===== src/rtl/nicreg_pkg.sv =====
package nicreg_pkg;
  localparam int CMD_START = 1;
  localparam int CMD_TX    = 2;
  localparam int CMD_RRD   = 3;
  localparam int CMD_RWR   = 4;
  localparam int IS_TXOK   = 1;
  localparam int IS_DMADN  = 6;
  localparam int IS_RESET  = 7;
  localparam logic [7:0] TSR_SENT = 8'h01;

  typedef struct packed {
    logic        cmd;
    logic        ringStart;
    logic        ringStop;
    logic        bnd;
    logic        txPage;
    logic        txCntLo;
    logic        txCntHi;
    logic        rsaLo;
    logic        rsaHi;
    logic        rcLo;
    logic        rcHi;
    logic        dcfg;
    logic        imr;
    logic        isrClr;
    logic [15:0] page1;
    logic        kickTx;
    logic        kickDma;
  } strobe_t;
endpackage


===== src/rtl/nicreg_ctrl.sv =====
module nicreg_ctrl
  import nicreg_pkg::*;
#(
  parameter int ADDR_W = 4,
  parameter int DATA_W = 8
) (
  input  logic              clk,
  input  logic              rstN,
  input  logic              wrEn,
  input  logic [ADDR_W-1:0] addr,
  input  logic [DATA_W-1:0] wrData,
  input  logic [1:0]        page,
  input  logic              rcntZero,
  output strobe_t           stb
);
  always_comb begin
    stb = '0;
    if (wrEn) begin
      if (addr == '0) begin
        stb.cmd     = 1'b1;
        stb.kickTx  = wrData[CMD_START] & wrData[CMD_TX];
        stb.kickDma = wrData[CMD_START] & (wrData[CMD_RRD] | wrData[CMD_RWR]) & rcntZero;
      end else begin
        unique case (page)
          2'd0: begin
            case (addr)
              4'd1:  stb.ringStart = 1'b1;
              4'd2:  stb.ringStop  = 1'b1;
              4'd3:  stb.bnd       = 1'b1;
              4'd4:  stb.txPage    = 1'b1;
              4'd5:  stb.txCntLo   = 1'b1;
              4'd6:  stb.txCntHi   = 1'b1;
              4'd7:  stb.isrClr    = 1'b1;
              4'd8:  stb.rsaLo     = 1'b1;
              4'd9:  stb.rsaHi     = 1'b1;
              4'd10: stb.rcLo      = 1'b1;
              4'd11: stb.rcHi      = 1'b1;
              4'd14: stb.dcfg      = 1'b1;
              4'd15: stb.imr       = 1'b1;
              default: ;
            endcase
          end
          2'd1: stb.page1[addr] = 1'b1;
          default: ;
        endcase
      end
    end
  end

  // upper pages produce no register strobe
  assert_upper_page_quiet_R11: assert property (@(posedge clk) disable iff (!rstN)
    (wrEn && addr != '0 && page[1]) |-> (stb == '0));
  // a DMA kick only comes from a command write
  assert_dma_kick_source_R7: assert property (@(posedge clk) disable iff (!rstN)
    stb.kickDma |-> (wrEn && addr == '0 && rcntZero));
endmodule


===== src/rtl/nicreg_data.sv =====
module nicreg_data
  import nicreg_pkg::*;
#(
  parameter int ADDR_W = 4,
  parameter int DATA_W = 8
) (
  input  logic              clk,
  input  logic              rstN,
  input  strobe_t           stb,
  input  logic [ADDR_W-1:0] addr,
  input  logic [DATA_W-1:0] wrData,
  input  logic [DATA_W-1:0] intSet,
  output logic [DATA_W-1:0] rdData,
  output logic [1:0]        page,
  output logic              rcntZero,
  output logic              irq,
  output logic              txReq,
  output logic [DATA_W-1:0] txPage,
  output logic [2*DATA_W-1:0] txCount,
  output logic [DATA_W-1:0] ringStart,
  output logic [DATA_W-1:0] ringStop,
  output logic [DATA_W-1:0] ringBoundary,
  output logic [DATA_W-1:0] curPage,
  output logic [2*DATA_W-1:0] rdmaAddr,
  output logic [2*DATA_W-1:0] rdmaCount,
  output logic [DATA_W-1:0] dataCfg
);
  localparam int NUM_OFFS = 1 << ADDR_W;
  localparam int CNT_W    = 2 * DATA_W;

  logic [DATA_W-1:0] cmdQ, startQ, stopQ, bndQ, tpsrQ, dcfgQ, imrQ, isrQ, tsrQ;
  logic [CNT_W-1:0]  tcntQ, rsaQ, rcntQ;
  logic              txReqQ;
  logic [DATA_W-1:0] page1Q [NUM_OFFS];
  logic [DATA_W-1:0] clrMask, setMask;

  always_comb begin
    clrMask = stb.isrClr ? wrData : '0;
    setMask = intSet;
    setMask[IS_TXOK]  = setMask[IS_TXOK]  | stb.kickTx;
    setMask[IS_DMADN] = setMask[IS_DMADN] | stb.kickDma;
  end

  always_ff @(posedge clk or negedge rstN) begin
    if (!rstN) begin
      cmdQ <= '0; startQ <= '0; stopQ <= '0; bndQ <= '0; tpsrQ <= '0;
      dcfgQ <= '0; imrQ <= '0; tsrQ <= '0; tcntQ <= '0; rsaQ <= '0; rcntQ <= '0;
      isrQ <= DATA_W'(1) << IS_RESET;
      txReqQ <= 1'b0;
    end else begin
      if (stb.cmd)       cmdQ   <= wrData;
      if (stb.ringStart) startQ <= wrData;
      if (stb.ringStop)  stopQ  <= wrData;
      if (stb.bnd)       bndQ   <= wrData;
      if (stb.txPage)    tpsrQ  <= wrData;
      if (stb.dcfg)      dcfgQ  <= wrData;
      if (stb.imr)       imrQ   <= wrData;
      if (stb.txCntLo)   tcntQ[DATA_W-1:0]     <= wrData;
      if (stb.txCntHi)   tcntQ[CNT_W-1:DATA_W] <= wrData;
      if (stb.rsaLo)     rsaQ[DATA_W-1:0]      <= wrData;
      if (stb.rsaHi)     rsaQ[CNT_W-1:DATA_W]  <= wrData;
      if (stb.rcLo)      rcntQ[DATA_W-1:0]     <= wrData;
      if (stb.rcHi)      rcntQ[CNT_W-1:DATA_W] <= wrData;
      if (stb.kickTx)    tsrQ   <= TSR_SENT;
      txReqQ <= stb.kickTx;
      isrQ   <= (isrQ & ~clrMask) | setMask;
    end
  end

  assign page1Q[0] = '0;
  for (genvar i = 1; i < NUM_OFFS; i++) begin : g_page1
    always_ff @(posedge clk or negedge rstN) begin
      if (!rstN)              page1Q[i] <= '0;
      else if (stb.page1[i])  page1Q[i] <= wrData;
    end
  end

  always_comb begin
    rdData = '0;
    if (addr == '0) rdData = cmdQ;
    else if (page == 2'd0) begin
      case (addr)
        4'd3: rdData = bndQ;
        4'd4: rdData = tsrQ;
        4'd7: rdData = isrQ;
        default: rdData = '0;
      endcase
    end else if (page == 2'd1) rdData = page1Q[addr];
  end

  assign page         = cmdQ[7:6];
  assign rcntZero     = (rcntQ == '0);
  assign irq          = |(isrQ & imrQ);
  assign txReq        = txReqQ;
  assign txPage       = tpsrQ;
  assign txCount      = tcntQ;
  assign ringStart    = startQ;
  assign ringStop     = stopQ;
  assign ringBoundary = bndQ;
  assign curPage      = page1Q[7];
  assign rdmaAddr     = rsaQ;
  assign rdmaCount    = rcntQ;
  assign dataCfg      = dcfgQ;

  // every pulsed source bit is present next cycle
  assert_set_wins_R5: assert property (@(posedge clk) disable iff (!rstN)
    (|intSet) |=> ((isrQ & $past(intSet)) == $past(intSet)));
  // bits written as one are gone next cycle when no source sets them
  assert_clear_R4: assert property (@(posedge clk) disable iff (!rstN)
    (stb.isrClr && intSet == '0) |=> ((isrQ & $past(wrData)) == '0));
  // transmit kick gives request, sent status and tx ok
  assert_tx_kick_R8: assert property (@(posedge clk) disable iff (!rstN)
    stb.kickTx |=> (txReq && tsrQ == TSR_SENT && isrQ[IS_TXOK]));
  // zero-count DMA start completes at once
  assert_dma_zero_R7: assert property (@(posedge clk) disable iff (!rstN)
    stb.kickDma |=> isrQ[IS_DMADN]);
  // with status and mask unchanged the interrupt holds
  assert_irq_hold_R6: assert property (@(posedge clk) disable iff (!rstN)
    ($stable(isrQ) && $stable(imrQ)) |-> $stable(irq));
  // upper pages read as zero away from offset 0
  assert_upper_read_zero_R9: assert property (@(posedge clk) disable iff (!rstN)
    (page[1] && addr != '0) |-> (rdData == '0));
endmodule


===== src/rtl/paged_nic_regs.sv =====
module paged_nic_regs
  import nicreg_pkg::*;
#(
  parameter int ADDR_W = 4,
  parameter int DATA_W = 8
) (
  input  logic              clk,
  input  logic              rstN,
  input  logic [ADDR_W-1:0] hostAddr,
  input  logic              hostWrEn,
  input  logic [DATA_W-1:0] hostWrData,
  output logic [DATA_W-1:0] hostRdData,
  input  logic [DATA_W-1:0] intSet,
  output logic              irq,
  output logic              txReq,
  output logic [DATA_W-1:0] txPage,
  output logic [2*DATA_W-1:0] txCount,
  output logic [DATA_W-1:0] ringStart,
  output logic [DATA_W-1:0] ringStop,
  output logic [DATA_W-1:0] ringBoundary,
  output logic [DATA_W-1:0] curPage,
  output logic [2*DATA_W-1:0] rdmaAddr,
  output logic [2*DATA_W-1:0] rdmaCount,
  output logic [DATA_W-1:0] dataCfg
);
  strobe_t    stb;
  logic [1:0] page;
  logic       rcntZero;

  nicreg_ctrl #(.ADDR_W(ADDR_W), .DATA_W(DATA_W)) u_ctrl (
    .clk(clk), .rstN(rstN), .wrEn(hostWrEn), .addr(hostAddr), .wrData(hostWrData),
    .page(page), .rcntZero(rcntZero), .stb(stb)
  );

  nicreg_data #(.ADDR_W(ADDR_W), .DATA_W(DATA_W)) u_data (
    .clk(clk), .rstN(rstN), .stb(stb), .addr(hostAddr), .wrData(hostWrData),
    .intSet(intSet), .rdData(hostRdData), .page(page), .rcntZero(rcntZero),
    .irq(irq), .txReq(txReq), .txPage(txPage), .txCount(txCount),
    .ringStart(ringStart), .ringStop(ringStop), .ringBoundary(ringBoundary),
    .curPage(curPage), .rdmaAddr(rdmaAddr), .rdmaCount(rdmaCount), .dataCfg(dataCfg)
  );
endmodule


===== config.mk =====
export PLATFORM = sky130hd
export DESIGN_NAME = paged_nic_regs
export DESIGN_NICKNAME = d
export VERILOG_FILES = /design/src/rtl/nicreg_pkg.sv /design/src/rtl/nicreg_ctrl.sv /design/src/rtl/nicreg_data.sv /design/src/rtl/paged_nic_regs.sv
export SDC_FILE = /design/constraint.sdc
export NUM_CORES = 1
export LEC_CHECK = 0
export BUFFER_PORTS_ARGS = -buffer_cell sky130_fd_sc_hd__buf_2
export CELL_PAD_IN_SITES_DETAIL_PLACEMENT = 1
export CELL_PAD_IN_SITES_GLOBAL_PLACEMENT = 2
export CORE_MARGIN = 2
export CORE_UTILIZATION = 30
export DETAILED_ROUTE_END_ITERATION = 7
export HOLD_SLACK_MARGIN = 0.08
export PLACE_DENSITY = 0.65
export SYNTH_ARGS = -nofsm -noshare
export SYNTH_HDL_FRONTEND = slang
export SYNTH_HIERARCHICAL = 1
export SYNTH_SLANG_ARGS = --single-unit

===== constraint.sdc =====
create_clock -name clk -period 3.35 [get_ports clk]
set_input_delay 0.1675 -clock clk [delete_from_list [all_inputs] [get_ports clk]]
set_output_delay 0.1675 -clock clk [all_outputs]
set_load 0.02 [all_outputs]

# After elaboration in Yosys (flattened, before gate mapping)
# Index checks and enable logic that the tools add are counted.
# word_totals
mem_bits_rw	0
output_inout_bits	106
mem_bits_ro	0
mem_count	0
input_bits	23
wordCells	93
ff_bits	234
latch_bits	0
# classes
div_mod_pow	0
reduce_logical	5
n_eq_ne	14
shift	0
bitwise	11
mux	29
order_cmp	3
addsub	0
mul	0
# ops
cell	n
2-to-1 mux 8 bit	6
binary-select mux 8 bit (select 4 bit)	1
2-to-1 mux 32 bit	1
2-to-1 mux 29 bit	1
== test 4 bit (second input constant)	6
case mux 8 bit (3 select lines)	1
bitwise AND 8 bit	2
== test 4 x 3 -> 1 bit (second input constant)	4
logical NOT 16 bit	1
2-to-1 mux 16 bit	1
2-to-1 mux 1 bit	15
2-to-1 mux 13 bit	1
== test 4 x 2 -> 1 bit (second input constant)	2
inverter 8 bit	1
OR 8 bit	1
OR reduction 8 bit	1
>= comparator 5 bit (second input constant)	1
less-than comparator 4 x 5 -> 1 bit (second input constant)	1
inverter 4 -> 5 bit	1
demux 1 bit (select 4 bit)	1
== test 4 x 1 -> 1 bit (second input constant)	1
>= comparator 4 x 1 -> 1 bit (second input constant)	1
logical NOT 4 bit	1
bitwise AND 1 bit	3
other kinds (5)	7

# Logic depth before layout (Yosys ltp)
# Gate-level depths: netlist of run 1.
# depth
word_depth	11
ltp_mapped	8

# Modules after synthesis
# The synthesis of run 1 kept the hierarchy.
# by_module_without_submodules
module	instances	area_per_inst_um2	seq_area_each_um2	cells_per_inst
nicreg_data	1	10192.3	5856.9	706
nicreg_ctrl	1	312.8	0.0	55

# Least setup slack after synthesis of run 1
# OpenSTA, ideal clock, no wires.
# synth_path
path_kind	reg2reg
start	register u_data.cmdQ[7]
end	register u_data.imrQ[0]
t_arrival_ns	1.849
path_stages_with_launch	7
setup_time_ns	0.125
period_less_slack_ns	1.973
t_required_ns	3.225
slack_ns	1.377
path_cell_list	dfrtp_1 > buf_4 > or3b_1 > clkbuf_1 > nor3_1 > clkbuf_1 > mux2_2
# synth_rtl
element	line	source
from (decl)	nicreg_data.sv:31	logic [DATA_W-1:0] cmdQ, startQ, stopQ, bndQ, tpsrQ, dcfgQ, imrQ, isrQ, tsrQ;
from (signal assigned)	nicreg_data.sv:51	if (stb.cmd) cmdQ <= wrData;
to (signal assigned)	nicreg_data.sv:57	if (stb.imr) imrQ <= wrData;
to (decl)	nicreg_data.sv:31	

# Worst setup path in the final report of run 1
# layout_path
start	register u_data.cmdQ[7]
end	output hostRdData[7]
# layout_between
elab_chain_len	4
# layout_rtl
element	line	source
== test 2 x 1 -> 1 bit	nicreg_data.sv:88	end else if (page == 2'd1) rdData = page1Q[addr];
2-to-1 mux 8 bit	nicreg_data.sv:88	
2-to-1 mux 8 bit	nicreg_data.sv:81	else if (page == 2'd0) begin
2-to-1 mux 8 bit *	nicreg_data.sv:80	if (addr == '0) rdData = cmdQ;
to (decl)	paged_nic_regs.sv:12	output logic [DATA_W-1:0] hostRdData,
# Mark *: on every way between the ends. The rest lies on a longest branch, timed or not.

==> results.json, run 1 <==
{
  "p_sw_frac": 0.2976,
  "grt_overflow": 0,
  "synth_cells": 759,
  "cp_common_cell": "a31oi_1",
  "drt-pass1-iter-count": 4,
  "dpl.hpwl_mm": 20.27,
  "cts_tree": "yes",
  "crit_required_ns": 3.18,
  "gr-usage-all-layers": 0.1713,
  "fmax_mhz": 363.8,
  "core-area_sq_um": 34460,
  "place_congestion": 0.7476,
  "viasPerCell": 4.916,
  "ios": 129,
  "cp.arrival_ns": 2.58,
  "setup_viol": 0,
  "grt_pass1_vias": 7291,
  "start_util": 0.3045,
  "vias": 6696,
  "ys.warnings.count": 6,
  "post_cts_buffers": 0,
  "avgSynthCellArea_sq_um": 13.83,
  "die-width_microns": 191.0,
  "cts_resized": 0,
  "die_y_microns": 191.0,
  "fp-row-count": 68,
  "worstPathCellList": "or3_1, nor3_1, a31oi_1, a31oi_1, buf_2",
  "fin_ws_ns": 0.6013,
  "hold_viol_final": 0,
  "drv_cap": 0,
  "status": "finished, final reports clean",
  "worstSetupPathType": "flop to output port",
  "fin_crit_ns": 2.749,
  "h-tree-depth": 1,
  "clk_pin_slew_ns": 0.06,
  "synthToLayoutAreaGrowth_pct": 21.18,
  "setup.worst_path.start_class": "flop",
  "fin_worst_skew_ns": 0.01310,
  "totalWireLength_mm": 30.75,
  "netlist_area_sq_um": 10490,
  "rsz0062_at_grt": "no",
  "post-place-ws_ns": 0.9629,
  "seq_power_share": 0.435,
  "syn_nets": 782,
  "gr-usage-met3": 0.03451,
  "max_stage_delay_ns": 0.56,
  "comb_power_share": 0.232,
  "critPathMaxFanout": 13,
  "p_sw_uw": 2718,
  "slowest_stage": "dfrtp_1",
  "drt_iter0_drc": 313,
  "antenna_found_initial": 0,
  "period_share": 0.8205,
  "layout-drive-gt1-share": 0.5083,
  "drtAntennaViolNets": 0,
  "grt_max_degree": 105,
  "total_power_uw": 9133,
  "fin_nets": 910,
  "drt-wirelength-per-cell_microns": 22.58,
  "fin_tns_setup_ns": 0,
  "maxSlewHeadroom": 0.4508,
  "intPower_uw": 6415,
  "met1_usage": 0.2339,
  "maxSlewViolCount": 0,
  "hp-class": "input pin to flop",
  "root_buffer": "clkbuf_16",
  "powerDensity_nw_per_um2": 718.3,
  "final_cell_mix": "dfrtp_1, mux2_2, buf_2",
  "cts_buffer_depth": 3,
  "worst_pin_slew_ns": 0.8238,
  "antennaDiodeCount": 0,
  "final_common_cell": "dfrtp_1",
  "clockPowerShare": 0.333,
  "die-area_sq_um": 36490,
  "grt_pass1_wl_mm": 47.36,
  "end_kind": "output port",
  "cts.sinks": 234,
  "p_leak_uw": 0.005951,
  "drc": 0,
  "busiest_layer": "met2",
  "reg2reg_setup_slack_ns": 1.24,
  "insertion_delay_ns": 0.55,
  "gr-usage-met2": 0.2834,
  "ir_drop_v": 0.0004058,
  "place.port_buffers": 128,
  "cts-buffers-inserted": 28
}
worst paths after layout:
path	depth (start not counted)	start	end
setup reg to reg	4	u_data/cmdQ[7]	u_data/page1Q[58]
hold reg to reg	1	u_data/tsrQ[0]	u_data/tsrQ[0]
max in group asynchronous	3	rstN	u_data/isrQ[7]
hold / removal	3	hostWrData[4]	u_data/isrQ[4]
setup / recovery	5	u_data/cmdQ[7]	hostRdData[7]
min in group asynchronous	2	rstN	u_data/ringStop[3]
sequential cells by signal (all words and copies together), names as in the netlist:
name and flops:
u_data/ringBoundary 8, u_data/tsrQ 1, u_data/txCount 16, u_data/txReq 1, u_data/isrQ 8, u_data/txPage 8
u_data/rdmaCount 16, u_data/imrQ 8, u_data/ringStart 8, u_data/rdmaAddr 16, u_data/page1Q 112, u_data/cmdQ 8
u_data/ringStop 8, u_data/curPage 8, u_data/dataCfg 8
layout make-up:
| class | count | area [sq um] |
|---|---|---|
| Fill cell | 3668 | 21740 |
| Sequential cell | 234 | 5857 |
| Multi-Input combinational cell | 435 | 4207 |
| Timing Repair Buffer | 184 | 1136 |
| Clock buffer | 44 | 840.8 |
| Tap cell | 455 | 569.3 |
| Clock inverter | 6 | 91.34 |
| Inverter | 4 | 15.01 |
worst max-delay path: cells and delay by family (launching register included):
kind                   cells  cell delay (ns)
AOI/OAI and AO/OA          2             0.45
and+or+nand+nor            2             0.77
buffers and inverters      1             0.25
DFF                        1             0.56
per-stage QoR:
step	instance area, sq um	utilization	hold slack [ns]	instances
after floorplan	10490	-	-0.1281	759
after global placement	11670	0.3388	0.3029	1301
after detailed placement	11670	0.3388	0.3070	1301
after CTS	12720	0.3690	0.1043	1362
after global routing	12720	0.3690	0.1549	1362
final	12720	0.3690	0.1076	1362
power by group through the flow:
stage	registers [uW]	logic, uW	clock network, uW
2_1_floorplan	4210	1160	0
3_3_place_gp	4000	2110	0
3_5_place_dp	4020	2140	0
4_1_cts	3980	2160	3140
5_1_grt	4080	2290	3240
6_report	3970	2120	3040
layer usage:
metal / part of all wire / up-vias / routed length, microns
met5: 0 / - / 0
met4: 0.013 / 0 / 392
met3: 0.048 / 28 / 1481
met2: 0.48 / 139 / 14670
met1: 0.46 / 3542 / 14200
li1: - / 2987 / -
repair_timing:
item                                    CTS  global route
endpoints found under the hold margin   110             0
hold buffers                             11             0
endpoints found under the setup margin    0             0
Power figures use the tool's default switching activity.
==> run 2: changes to the inputs <==
--- a/config.mk
+++ b/config.mk
@@ -12,7 +12,7 @@
 export CORE_UTILIZATION = 30
 export DETAILED_ROUTE_END_ITERATION = 7
 export HOLD_SLACK_MARGIN = 0.08
-export PLACE_DENSITY = 0.65
+export PLACE_DENSITY = 0.67
 export SYNTH_ARGS = -nofsm -noshare
 export SYNTH_HDL_FRONTEND = slang
 export SYNTH_HIERARCHICAL = 1
==> constraint.sdc (replaced) <==
create_clock -name clk -period 2.4 [get_ports clk]
set_input_delay 0.12 -clock clk [delete_from_list [all_inputs] [get_ports clk]]
set_output_delay 0.12 -clock clk [all_outputs]
set_load 0.02 [all_outputs]
==> results.json, run 2 (same netlist as run 1, synthesis figures left out) <==
{
  "status": "finished, final reports clean",
  "grt_max_degree": 74,
  "insertion_delay_ns": 0.53,
  "cp.buffers_inverters": 1,
  "cts_tree": "yes",
  "fin_crit_ns": 2.326,
  "drv_cap": 0,
  "setup.worst_path.end": "hostRdData[1]",
  "die_y_microns": 191.0,
  "grt_pass1_vias": 7456,
  "finish.utilization": 0.3719,
  "fin_nets": 917,
  "worstPathCellList": "or3_4, nor3_2, a31oi_1, a31oi_1, buf_4",
  "fp-row-count": 68,
  "gr-usage-all-layers": 0.1673,
  "setup.worst_path.start_class": "flop",
  "maxSlewViolCount": 0,
  "largest_register_ff_count": 112,
  "grt_overflow": 0,
  "powerDensity_nw_per_um2": 995.5,
  "layout-drive-gt1-share": 0.5252,
  "grt_pass1_wl_mm": 46.70,
  "max_stage_delay_ns": 0.46,
  "n_fill_cell": 3635,
  "holdWs_ns": 0.09799,
  "crit_cells": 5,
  "p_sw_frac": 0.2972,
  "seq_power_share": 0.435,
  "drt_iter0_drc": 281,
  "fin_worst_skew_ns": 0.01753,
  "fin_ws_ns": 0.07441,
  "critical_path.top_delay_family": "simple AND/OR/NAND/NOR gates",
  "fmax_mhz": 430.0,
  "drt-pass1-iter-count": 4,
  "intPower_uw": 8966,
  "setup_viol": 0,
  "final_common_cell": "dfrtp_1",
  "hold_viol_final": 0,
  "comb_power_share": 0.235,
  "place.port_buffers": 128,
  "end_kind": "output port",
  "dpl.hpwl_mm": 20.43,
  "post-place-ws_ns": 0.3295,
  "ios": 129,
  "cp.arrival_ns": 2.21,
  "totalWireLength_mm": 30.26,
  "drtAntennaViolNets": 0,
  "slowest_stage": "dfrtp_2",
  "r2r-start": "u_data/cmdQ[7]",
  "worstSetupPathType": "flop to output port",
  "cts.sinks": 234,
  "reg2reg_setup_slack_ns": 0.34,
  "regMostFlops": "u_data/page1Q",
  "die-area_sq_um": 36490,
  "clockPowerShare": 0.330,
  "cts_buffer_depth": 3,
  "core-area_sq_um": 34460,
  "crit_start": "u_data/cmdQ[7]",
  "drt-wirelength-per-cell_microns": 22.08,
  "antenna_found_initial": 1,
  "final_cell_mix": "dfrtp_1, mux2_2, buf_2",
  "reg2reg_to": "u_data/curPage[5]",
  "clk_pin_slew_ns": 0.06,
  "crit_required_ns": 2.28,
  "root_buffer": "clkbuf_16",
  "cts-buffers-inserted": 26,
  "r2r_cells": 5,
  "ir_drop_v": 0.0005545,
  "cp_common_cell": "a31oi_1",
  "h-tree-depth": 1,
  "hp-class": "input pin to flop",
  "whs_path_depth": 3,
  "p_leak_uw": 0.005974,
  "die-width_microns": 191.0,
  "viasPerCell": 4.930,
  "maxSlewHeadroom": 0.4804,
  "fin_tns_setup_ns": 0,
  "p_sw_uw": 3792,
  "drc": 0,
  "critPathMaxFanout": 8,
  "start_util": 0.3045,
  "synthToLayoutAreaGrowth_pct": 22.13,
  "vias": 6754,
  "worst_pin_slew_ns": 0.7794,
  "period_share": 0.9690,
  "place_congestion": 0.7390
}
-- run 2: changes by cell type in the layout (fill, tap and decap cells not counted), moves of 2 or more --
| cell | previous run | this run |
|---|---|---|
| a31oi_1 | 13 | 11 |
| a31oi_2 | 0 | 2 |
| buf_2 | 127 | 124 |
| buf_4 | 42 | 53 |
| clkbuf_1 | 8 | 5 |
| clkbuf_16 | 28 | 26 |
| clkinvlp_4 | 0 | 2 |
| dfrtp_1 | 233 | 231 |
| dfrtp_2 | 0 | 2 |
| mux4_1 | 3 | 1 |
| mux4_2 | 9 | 11 |
| nor3_1 | 32 | 30 |
| nor3_2 | 0 | 2 |
-- run 2: layout make-up --
class,instances,area [sq um],area share
clock buffer,39,779.5,0.06082
multi-input combinational,435,4227,0.3298
antenna,1,2.502,0.0001953
sequential,234,5859,0.4572
inverter,4,15.01,0.001172
timing repair buffer,193,1224,0.09548
clock inverter,9,140.1,0.01093
tap,455,569.3,0.04442
-- run 2: tightest hold or removal path, delay by kind of cell --
kind,cells,cell delay [ns]
buf+inv,2,0.36
simple gates,1,0.10
-- run 2: power groups by stage --
| stage | combinational [uW] | clock [uW] | sequential, uW |
|---|---|---|---|
| floorplan | 1620 | 0 | 5870 |
| global placement | 2940 | 0 | 5590 |
| detailed placement | 2990 | 0 | 5630 |
| CTS | 3020 | 4340 | 5570 |
| global route | 3240 | 4470 | 5700 |
| finish | 3000 | 4200 | 5550 |
-- run 2: repair_timing --
item,in CTS,in global routing
pin swaps,4,2
setup buffers,0,3
resized for setup,7,5
endpoints found under the setup margin,8,7
hold buffers,11,0
cloned,0,0
hold endpoints to repair,146,0
-- run 2: worst min-delay path by stage --
stage                  start            endpoint  slack, ns
6_report       hostWrData[1]        u_data/txReq        0.1
5_1_grt        hostWrData[1]        u_data/txReq       0.13
4_1_cts        hostWrData[1]        u_data/txReq       0.08
3_5_place_dp            rstN  u_data/ringStop[3]       0.13
3_3_place_gp            rstN  u_data/ringStop[3]       0.13
2_1_floorplan           rstN      u_data/cmdQ[0]      -0.18
-- run 2: metrics by stage --
stage	instances	power [uW]	cell area [sq um]
global placement	1307	8535	11730
finish	1370	12760	12820
floorplan	759	7492	10490
detailed placement	1307	8614	11730
global route	1369	13410	12810
CTS	1366	12930	12790
-- run 2: metal layers --
layer | vias up | routed length [microns] | GRT usage
li1 | 2994 | - | -
met5 | - | 0 | 0
met1 | 3585 | 13690 | 0.2254
met2 | 146 | 14660 | 0.2816
met4 | 0 | 305 | 0.02892
met3 | 29 | 1603 | 0.03323
==> run 3: changes to the inputs <==
--- a/config.mk
+++ b/config.mk
@@ -10,10 +10,10 @@
 export CELL_PAD_IN_SITES_GLOBAL_PLACEMENT = 2
 export CORE_MARGIN = 2
 export CORE_UTILIZATION = 30
+export CTS_BUF_LIST = sky130_fd_sc_hd__clkbuf_8 sky130_fd_sc_hd__clkbuf_16
 export DETAILED_ROUTE_END_ITERATION = 7
 export HOLD_SLACK_MARGIN = 0.08
-export PLACE_DENSITY = 0.67
+export PLACE_DENSITY = 0.66
 export SYNTH_ARGS = -nofsm -noshare
 export SYNTH_HDL_FRONTEND = slang
-export SYNTH_HIERARCHICAL = 1
 export SYNTH_SLANG_ARGS = --single-unit
==> results.json, run 3 <==
{
  "status": "finished, final reports clean",
  "place_congestion": 0.8065,
  "cts-buffers-inserted": 26,
  "fin_crit_ns": 2.326,
  "grt_overflow": 0,
  "antennaDiodeCount": 0,
  "post-place-ws_ns": -0.06811,
  "worst_pin_slew_ns": 0.7625,
  "cts_buffer_depth": 3,
  "place_area_sq_um": 11690,
  "maxSlewHeadroom": 0.4917,
  "regMostFlops": "u_data.page1Q",
  "clk_pin_slew_ns": 0.06,
  "syn_nets": 715,
  "drv_cap": 0,
  "hold_path_startpoint": "hostWrData[6]",
  "fin_ws_ns": 0.07448,
  "synth_most_common_cell": "dfrtp_1",
  "viasPerCell": 4.916,
  "synth_edf_count": 0,
  "grt_pass1_wl_mm": 46.02,
  "fin_worst_skew_ns": 0.009189,
  "die-width_microns": 190.0,
  "fin_tns_setup_ns": 0,
  "drt-wirelength-per-cell_microns": 22.55,
  "synth_cells": 692,
  "cp.arrival_ns": 2.21,
  "vias": 6479,
  "layout-drive-gt1-share": 0.6049,
  "ir_drop_v": 0.0004629,
  "crit_required_ns": 2.28,
  "drt_iter0_drc": 260,
  "cts_tree": "yes",
  "powerDensity_nw_per_um2": 934.5,
  "synth.area.top_cells": "dfrtp_1, mux2_2, mux4_2",
  "gr-usage-all-layers": 0.1682,
  "netlist_area_sq_um": 10370,
  "final_common_cell": "mux2_2",
  "synth_ff_type": "dfrtp_1",
  "yosys.area.top_type": "dfrtp_1",
  "period_share": 0.9690,
  "ys_seq_elements": 234,
  "crit_start": "u_data.curPage[5]",
  "place.port_buffers": 128,
  "p_leak_uw": 0.005929,
  "worstPathCellList": "mux4_2, mux2i_4, o221ai_2, o21bai_4, buf_2",
  "design_area_sq_um": 12810,
  "final_cell_mix": "mux2_2, dfrtp_1, buf_2",
  "fin_nets": 867,
  "die_y_microns": 190.0,
  "rsz0062_at_grt": "no",
  "setup_viol": 0,
  "hp-class": "input pin to flop",
  "grt_max_degree": 77,
  "async_flop_share": 1.000,
  "die-area_sq_um": 36080,
  "fp-row-count": 68,
  "drtAntennaViolNets": 0,
  "slowest_stage": "mux4_2",
  "maxSlewViolCount": 0,
  "drc": 0,
  "critPathMaxFanout": 3,
  "antenna_found_initial": 0,
  "cts.sinks": 234,
  "r2r-start": "u_data.cmdQ[7]",
  "ys.warnings.count": 0,
  "synth.top_cell.area_share": 0.5621,
  "max_stage_delay_ns": 0.50,
  "ys_seq_area_frac": 0.5646,
  "grt_pass1_vias": 7156,
  "insertion_delay_ns": 0.53,
  "fmax_mhz": 430.0,
  "hold_viol_final": 0,
  "root_buffer": "clkbuf_16",
  "totalWireLength_mm": 29.72,
  "ios": 129,
  "post_cts_buffers": 0,
  "drt-pass1-iter-count": 4,
  "h-tree-depth": 1,
  "synthToLayoutAreaGrowth_pct": 23.53,
  "largest_register_ff_count": 112,
  "dpl.hpwl_mm": 20.33,
  "synth_common_cells": "dfrtp_1, mux2_2, clkbuf_1",
  "avgSynthCellArea_sq_um": 14.99,
  "yosysUniqueCellTypes": 51,
  "holdWs_ns": 0.1060,
  "total_power_uw": 11980,
  "start_util": 0.3025,
  "setup.worst_path.start_class": "flop",
  "worstSetupPathType": "flop to output port",
  "end_kind": "output port",
  "core-area_sq_um": 34290
}
[run 3: timing repair]
action	CTS	global route
hold endpoints to repair	81	0
hold buffers	9	0
gates resized for setup	15	8
pin swaps	1	1
setup endpoints to repair	8	8
[run 3: worst paths after layout]
| check | end | slack (ns) | depth (start not counted) |
|---|---|---|---|
| setup / recovery | hostRdData[5] | 0.07 | 5 |
| hold / removal | u_data.page1Q[14] | 0.11 | 2 |
| setup reg to reg | u_data.ringBoundary[7] | 0.26 | 4 |
| hold reg to reg | u_data.tsrQ[0] | 0.48 | 1 |
| max in group asynchronous | u_data.curPage[5] | 1.39 | 3 |
| min in group asynchronous | u_data.txPage[7] | 0.18 | 2 |
[run 3: power breakdown]
group | switching [uW] | internal [uW] | total [uW]
logic | 1370 | 1170 | 2530
clock network | 1610 | 2630 | 4240
registers | 463 | 4740 | 5200
[run 3: kinds of logic (layout without fill, tap and decap cells)]
| logic type | count (synthesis) | after routing | synth area share |
|---|---|---|---|
| AOI/OAI and AO/OA | 49 | 49 | 0.03691 |
| buffers and inverters | 56 | 227 | 0.02858 |
| DFF | 234 | 234 | 0.5646 |
| muxes | 267 | 267 | 0.3148 |
| and+or+nand+nor | 86 | 86 | 0.05512 |
[run 3: final cells by class]
type                    instances  area (sq um)
clock inverters                11         132.6
fillers                      3569         21470
multi-input cells             402          4318
clock buffers                  36         799.5
repair buffers                178          1126
flip-flops and latches        234          5862
well taps                     455         569.3
inverters                       2         7.507
[run 3: through the flow]
stage          utilization  std cells
6_report            0.3737       1318
5_1_grt             0.3737       1318
4_1_cts             0.3730       1318
3_5_place_dp        0.3409       1262
3_3_place_gp        0.3409       1262
2_1_floorplan            -        692
[run 3: worst max-delay path, delay by kind of cell (launching register included)]
family / cells / cell delay [ns]
AO/OA/AOI/OAI: 2 / 0.34
buffers and inverters: 1 / 0.18
flip-flops: 1 / 0.43
multiplexers: 2 / 0.72
[run 3: per-layer routing]
layer	vias up	track usage	wire length [microns]
li1	2843	-	-
met3	38	0.02675	1335
met2	136	0.2816	14280
met4	0	0.03787	545
met1	3462	0.2299	13560
met5	-	0	0
